## config.mk

```make
export PLATFORM = sky130hd
export DESIGN_NAME = dbg_inject_ctrl
export DESIGN_NICKNAME = d
export VERILOG_FILES = /design/src/rtl/dbg_inject_pkg.sv /design/src/rtl/dbg_thread_ctl.sv /design/src/rtl/dbg_result_reg.sv /design/src/rtl/dbg_inject_fsm.sv /design/src/rtl/dbg_inject_ctrl.sv
export SDC_FILE = /design/constraint.sdc
export NUM_CORES = 1
export LEC_CHECK = 0
export CORE_UTILIZATION = 46
export CTS_CLUSTER_SIZE = 28
export DETAILED_ROUTE_END_ITERATION = 10
export GPL_TIMING_DRIVEN = 0
export PLACE_DENSITY_LB_ADDON = 0.3
export RECOVER_POWER = 50
export SLEW_MARGIN = 20
export SYNTH_ARGS = -nofsm -noshare
export SYNTH_HDL_FRONTEND = slang
export SYNTH_SLANG_ARGS = --single-unit
```

## constraint.sdc

```tcl
create_clock -name clk -period 6.1 [get_ports clk]
set_input_delay 0.61 -clock clk [delete_from_list [all_inputs] [get_ports clk]]
set_output_delay 0.61 -clock clk [all_outputs]
set_load 0.02 [all_outputs]
```

## src/rtl/dbg_inject_pkg.sv

```systemverilog
package dbg_inject_pkg;
    localparam int ADDR_W = 8;
    localparam int DATA_W = 64;
    localparam int INSN_W = 32;

    localparam logic [ADDR_W-1:0] A_THREAD  = 8'h20;
    localparam logic [ADDR_W-1:0] A_CFG     = 8'h21;
    localparam logic [ADDR_W-1:0] A_CMD     = 8'h22;
    localparam logic [ADDR_W-1:0] A_RES_HI  = 8'h2D;
    localparam logic [ADDR_W-1:0] A_RES     = 8'h2E;
    localparam logic [ADDR_W-1:0] A_RES_LO  = 8'h2F;

    localparam int EN_BIT    = 30;
    localparam int EXEC_BIT  = 3;
    localparam int TID_LSB   = 4;
    localparam int MODE_BIT  = 8;
    localparam int RUN_LSB   = 8;
    localparam int INSN_LSB  = 32;

    localparam logic [1:0] ERR_OK      = 2'b00;
    localparam logic [1:0] ERR_REFUSED = 2'b01;
    localparam logic [1:0] ERR_BUSY    = 2'b10;
    localparam logic [1:0] ERR_EXC     = 2'b11;

    typedef enum logic [1:0] {
        ST_IDLE  = 2'd0,
        ST_ISSUE = 2'd1,
        ST_WAIT  = 2'd2
    } inj_state_t;
endpackage

```

## src/rtl/dbg_thread_ctl.sv

```systemverilog
module dbg_thread_ctl
    import dbg_inject_pkg::*;
#(
    parameter int NTHREADS = 3
) (
    input  logic              clk,
    input  logic              rst_n,
    input  logic              wr_thr,
    input  logic              wr_cfg,
    input  logic [DATA_W-1:0] wdata,
    output logic [NTHREADS-1:0] stop_q,
    output logic              en_q
);
    always_ff @(posedge clk) begin
        if (!rst_n) begin
            stop_q <= '0;
            en_q   <= 1'b0;
        end else begin
            if (wr_thr) stop_q <= wdata[NTHREADS-1:0];
            if (wr_cfg) en_q   <= wdata[EN_BIT];
        end
    end
endmodule

```

## src/rtl/dbg_result_reg.sv

```systemverilog
module dbg_result_reg
    import dbg_inject_pkg::*;
(
    input  logic              clk,
    input  logic              rst_n,
    input  logic              wr_full,
    input  logic              wr_lo,
    input  logic              wr_hi,
    input  logic [DATA_W-1:0] wdata,
    input  logic              cap_en,
    input  logic [DATA_W-1:0] cap_data,
    output logic [DATA_W-1:0] res_q
);
    localparam int HALF = DATA_W / 2;

    always_ff @(posedge clk) begin
        if (!rst_n) begin
            res_q <= '0;
        end else if (cap_en) begin
            res_q <= cap_data;
        end else if (wr_full) begin
            res_q <= wdata;
        end else begin
            if (wr_lo) res_q[HALF-1:0]      <= wdata[HALF-1:0];
            if (wr_hi) res_q[DATA_W-1:HALF] <= wdata[HALF-1:0];
        end
    end
endmodule

```

## src/rtl/dbg_inject_fsm.sv

```systemverilog
module dbg_inject_fsm
    import dbg_inject_pkg::*;
(
    input  logic       clk,
    input  logic       rst_n,
    input  logic       exec_req,
    input  logic       launch_ok,
    input  logic       inj_ready,
    input  logic       cmp_valid,
    input  logic       cmp_exc,
    output logic       inj_valid,
    output logic       busy,
    output logic       cap_en,
    output logic       done,
    output logic [1:0] err
);
    inj_state_t state_q, state_d;

    // state register
    always_ff @(posedge clk) begin
        if (!rst_n) state_q <= ST_IDLE;
        else        state_q <= state_d;
    end

    // next state and outputs
    always_comb begin
        state_d   = state_q;
        inj_valid = 1'b0;
        busy      = 1'b1;
        cap_en    = 1'b0;
        unique case (state_q)
            ST_IDLE: begin
                busy = 1'b0;
                if (exec_req && launch_ok) state_d = ST_ISSUE;   // launch
            end
            ST_ISSUE: begin
                inj_valid = 1'b1;
                if (inj_ready) state_d = ST_WAIT;                // handoff
            end
            ST_WAIT: begin
                if (cmp_valid) begin                             // finish
                    cap_en  = !cmp_exc;
                    state_d = ST_IDLE;
                end
            end
            default: state_d = ST_IDLE;
        endcase
    end

    // status: done bit and error code
    always_ff @(posedge clk) begin
        if (!rst_n) begin
            done <= 1'b0;
            err  <= ERR_OK;
        end else begin
            if (state_q == ST_WAIT && cmp_valid) begin
                done <= 1'b1;
                err  <= cmp_exc ? ERR_EXC : ERR_OK;
            end
            if (exec_req) begin
                if (busy) begin
                    err <= ERR_BUSY;
                end else if (!launch_ok) begin
                    done <= 1'b1;
                    err  <= ERR_REFUSED;
                end else begin
                    done <= 1'b0;
                    err  <= ERR_OK;
                end
            end
        end
    end
endmodule

```

## src/rtl/dbg_inject_ctrl.sv

```systemverilog
module dbg_inject_ctrl
    import dbg_inject_pkg::*;
#(
    parameter int NTHREADS = 3,
    parameter int TID_W    = 2
) (
    input  logic                clk,
    input  logic                rst_n,
    input  logic                reg_wr,
    input  logic [ADDR_W-1:0]   reg_addr,
    input  logic [DATA_W-1:0]   reg_wdata,
    output logic [DATA_W-1:0]   reg_rdata,
    output logic [NTHREADS-1:0] thr_stop,
    input  logic [NTHREADS-1:0] thr_running,
    output logic                inj_valid,
    input  logic                inj_ready,
    output logic [INSN_W-1:0]   inj_insn,
    output logic [TID_W-1:0]    inj_tid,
    input  logic                cmp_valid,
    input  logic [DATA_W-1:0]   cmp_data,
    input  logic                cmp_exc
);
    localparam int HALF = DATA_W / 2;

    logic              wr_thr, wr_cfg, wr_cmd, wr_full, wr_lo, wr_hi;
    logic              inj_en, exec_req, launch_ok, busy, cap_en, done;
    logic              tgt_running;
    logic [1:0]        err;
    logic [DATA_W-1:0] res_q;
    logic [INSN_W-1:0] insn_q;
    logic [TID_W-1:0]  tid_q;
    logic              mode_q;
    logic [TID_W-1:0]  wr_tid;

    assign wr_thr  = reg_wr && reg_addr == A_THREAD;
    assign wr_cfg  = reg_wr && reg_addr == A_CFG;
    assign wr_cmd  = reg_wr && reg_addr == A_CMD;
    assign wr_full = reg_wr && reg_addr == A_RES;
    assign wr_lo   = reg_wr && reg_addr == A_RES_LO;
    assign wr_hi   = reg_wr && reg_addr == A_RES_HI;

    assign wr_tid   = reg_wdata[TID_LSB +: TID_W];
    assign exec_req = wr_cmd && reg_wdata[EXEC_BIT];

    // a thread number outside the implemented range counts as running
    always_comb begin
        tgt_running = 1'b1;
        for (int i = 0; i < NTHREADS; i++)
            if (wr_tid == TID_W'(i)) tgt_running = thr_running[i];
    end

    assign launch_ok = reg_wdata[MODE_BIT] && inj_en && !tgt_running;

    // command fields; frozen while an injection is outstanding
    always_ff @(posedge clk) begin
        if (!rst_n) begin
            insn_q <= '0;
            tid_q  <= '0;
            mode_q <= 1'b0;
        end else if (wr_cmd && !busy) begin
            insn_q <= reg_wdata[INSN_LSB +: INSN_W];
            tid_q  <= wr_tid;
            mode_q <= reg_wdata[MODE_BIT];
        end
    end

    assign inj_insn = insn_q;
    assign inj_tid  = tid_q;

    dbg_thread_ctl #(.NTHREADS(NTHREADS)) u_thr (
        .clk    (clk),
        .rst_n  (rst_n),
        .wr_thr (wr_thr),
        .wr_cfg (wr_cfg),
        .wdata  (reg_wdata),
        .stop_q (thr_stop),
        .en_q   (inj_en)
    );

    dbg_inject_fsm u_fsm (
        .clk       (clk),
        .rst_n     (rst_n),
        .exec_req  (exec_req),
        .launch_ok (launch_ok),
        .inj_ready (inj_ready),
        .cmp_valid (cmp_valid),
        .cmp_exc   (cmp_exc),
        .inj_valid (inj_valid),
        .busy      (busy),
        .cap_en    (cap_en),
        .done      (done),
        .err       (err)
    );

    dbg_result_reg u_res (
        .clk      (clk),
        .rst_n    (rst_n),
        .wr_full  (wr_full),
        .wr_lo    (wr_lo),
        .wr_hi    (wr_hi),
        .wdata    (reg_wdata),
        .cap_en   (cap_en),
        .cap_data (cmp_data),
        .res_q    (res_q)
    );

    always_comb begin
        reg_rdata = '0;
        unique case (reg_addr)
            A_THREAD: begin
                reg_rdata[NTHREADS-1:0]        = thr_stop;
                reg_rdata[RUN_LSB +: NTHREADS] = thr_running;
            end
            A_CFG:    reg_rdata[EN_BIT] = inj_en;
            A_CMD: begin
                reg_rdata[INSN_LSB +: INSN_W] = insn_q;
                reg_rdata[MODE_BIT]           = mode_q;
                reg_rdata[TID_LSB +: TID_W]   = tid_q;
                reg_rdata[2:1]                = err;
                reg_rdata[0]                  = done;
            end
            A_RES:    reg_rdata = res_q;
            A_RES_LO: reg_rdata[HALF-1:0] = res_q[HALF-1:0];
            A_RES_HI: reg_rdata[HALF-1:0] = res_q[DATA_W-1:HALF];
            default:  reg_rdata = '0;
        endcase
    end
endmodule

```

==> impl_metrics.py <==
metrics = {
    "detailed_routing": {
        "drt-pass1-iter-count": 5,
        "drt-total-wl_um": 23300,
        "wire_per_inst_um": 20.3,
        "drt-initial-drc-count": 557,
        "via_count": 6913,
        "drc": 0,
        "antenna_left": 0,
        "viasPerCell": 6.04,
    },
    "timing": {
        "worst_slack_ns": 1.16,
        "rsz0062_at_grt": "no",
        "setup_violations": 0,
        "fin_setup_tns_ns": 0,
        "final.min_clock_period_ns": 4.94,
        "finalHoldViolations": 0,
        "fmaxAchievable_mhz": 203,
        "fin_crit_sh": 0.810,
        "tightest_slew_ns": 1.45,
        "fin_skew_ns": 0.00533,
        "finalMaxSlewViolations": 0,
        "slew_headroom": 0.0188,
        "whs_ns": 0.469,
    },
    "worst_setup_path": {
        "worstSetupStartpointType": "primary input",
        "reg2reg_slack_ns": 3.51,
        "ff2ff_path_depth": 7,
        "crit_type": "primary input to primary output",
        "setup.worst_path.end_class": "primary output",
        "rr_startpoint": "u_fsm.state_q[1]",
        "cp.required_ns": 5.49,
        "r2r_end": "u_res.res_q[22]",
        "endpoint": "reg_rdata[18]",
        "cp-startpoint": "reg_addr[4]",
        "crit_arrival_ns": 4.33,
        "critPathMaxFanout": 10,
    },
    "grt": {
        "grt_max_degree": 16,
        "track_usage": 0.354,
        "antenna_found_initial": 0,
        "grt_pass1_wl_um": 35200,
        "overflow": 0,
        "grt_pass1_vias": 6591,
    },
    "finish": {
        "layout_common_cells": "clkdlybuf4s50_1 (207), nand2_1 (152), dfxtp_1 (108)",
        "final-seq-area_um2": 2160,
        "n_antenna_cell": 0,
        "finish.utilization": 0.715,
        "multi_input_area_um2": 3250,
        "fillers": 1051,
        "area_growth_pct": 50.0,
        "nets": 1118,
        "layout.cells.non_filler": 1145,
        "final_layout_size_suffix_gt1_frac": 0.0655,
        "final_common_cell": "clkdlybuf4s50_1",
    },
    "floorplanning": {
        "top_level_ports": 247,
        "start_util": 0.476,
        "die_h_um": 114,
        "num_rows": 40,
        "die_area_um2": 13000,
        "coreArea_um2": 12200,
        "die_x_um": 114,
    },
    "clocking": {
        "cts_hold_buf": 0,
        "cts_resized": 0,
        "cts_tree": "built",
        "cts-root-buf": "clkbuf_16",
        "cts.sinks": 108,
        "clk_latency_ns": 0.35,
        "htreeDepth": 3,
        "cts_buffers": 9,
        "cts_buffer_depth": 2,
        "cts_setup_buffers": 0,
        "clkTransAtPathRegs_ns": 0.07,
    },
    "placed_design": {
        "hpwl_um": 17000,
        "io_buffers": 246,
        "place_congestion": 0.939,
        "dp.cells": 1130,
        "place_ws_ns": 1.76,
    },
    "power": {
        "p_per_area_nw_per_um2": 169,
        "leakage_nw": 3.23,
        "irDropWorstVdd_mv": 0.0950,
    },
    "synth": {
        "synth_nets": 861,
        "dominantRegCellSynth": "dfxtp_1",
        "syn_inst": 716,
        "synth-edff-count": 0,
        "syn_area_per_cell_um2": 8.09,
        "netlist_area_um2": 5790,
        "ys_types": 53,
        "yosys_warnings": 0,
        "synth-seq-cells": 108,
        "yosysSeqAreaShare": 0.373,
        "async_flop_share": 0,
    },
    "worst_hold_path": {
        "worstHoldStart": "inj_insn[29]",
        "hp-class": "flip-flop to flip-flop",
    },
    "outcome": {
        "status": "complete, no violations",
    },
    "run": {
        "max-cap-violations": 0,
    },
}
## registers in the layout, indices dropped and copies added, names as in the netlist
| name | flops |
|---|---|
| u_res.res_q | 64 |
| inj_insn | 32 |
| u_thr.stop_q | 3 |
| inj_tid | 2 |
| u_fsm.err | 2 |
| u_fsm.state_q | 2 |
| mode_q | 1 |
| u_fsm.done | 1 |
| u_thr.en_q | 1 |
## per-layer routing
metal,track usage,vias to the layer above,part of all wire
li1,-,3122,-
met1,0.444,3237,0.39
met2,0.574,487,0.47
met3,0.0704,67,0.11
met4,0.188,0,0.037
met5,0,-,0
## cells by family (layout without fill, tap and decap cells)
group	after synthesis	in the layout	synth area share
compound gates	244	244	0.297
xor+xnor	1	1	0.00151
buf+inv	72	333	0.0600
flops	108	108	0.373
mux	36	36	0.0691
simple gates	255	255	0.200
## cell usage after synthesis, types with 3 or more instances
master | number | area share
nor2_1 | 41 | 0.027
nand2_1 | 152 | 0.098
a21oi_1 | 69 | 0.060
buf_6 | 4 | 0.0078
o21ai_0 | 27 | 0.023
nand4_1 | 3 | 0.0032
dfxtp_1 | 108 | 0.37
nand3_1 | 36 | 0.031
buf_1 | 6 | 0.0039
o21bai_1 | 32 | 0.041
a221o_1 | 4 | 0.0069
mux2_2 | 31 | 0.060
o21ai_1 | 5 | 0.0043
buf_2 | 15 | 0.013
a22oi_1 | 9 | 0.012
clkbuf_1 | 39 | 0.025
mux2i_1 | 4 | 0.0069
a311oi_1 | 32 | 0.048
a22o_1 | 55 | 0.083
a31oi_1 | 3 | 0.0032
## worst min-delay path by stage
stage,to,slack (ns),cells past startpoint
floorplan,mode_q,0.43,2
global placement,mode_q,0.44,2
detailed placement,inj_insn[8],0.46,2
CTS,inj_tid[0],0.47,2
global route,inj_tid[0],0.49,2
finish,inj_insn[29],0.47,2
## per-stage QoR
step / cell area [um^2] / power, mW
final: 8690 / 1.47
after global routing: 8690 / 1.50
after CTS: 8760 / 1.46
after detailed placement: 8470 / 0.896
after global placement: 8470 / 0.895
after floorplan: 5790 / 0.773
## where the power goes
group	internal (mW)	switching, mW	leakage (nW)
combinational	0.103	0.0705	2.21
clock	0.320	0.266	0.145
sequential	0.707	0.00156	0.870
total	1.13	0.338	3.23
## area by class of cell
| type | instances | share of cell area |
|---|---|---|
| multi-input combinational | 536 | 0.374 |
| timing repair buffer | 246 | 0.283 |
| sequential | 108 | 0.249 |
| buffer | 69 | 0.0353 |
| clock buffer | 14 | 0.0327 |
| tap | 168 | 0.0242 |
| inverter | 3 | 0.00130 |
| clock inverter | 1 | 0.000576 |
## worst max-delay path: stages
cell             delay (ns)
dlygate4sd3_1          0.56
nor4b_1                1.07
and3_1                 0.30
buf_2                  0.29
clkbuf_1               0.60
a22o_1                 0.27
clkdlybuf4s50_1        0.61
(Power assumes the default switching activity.)
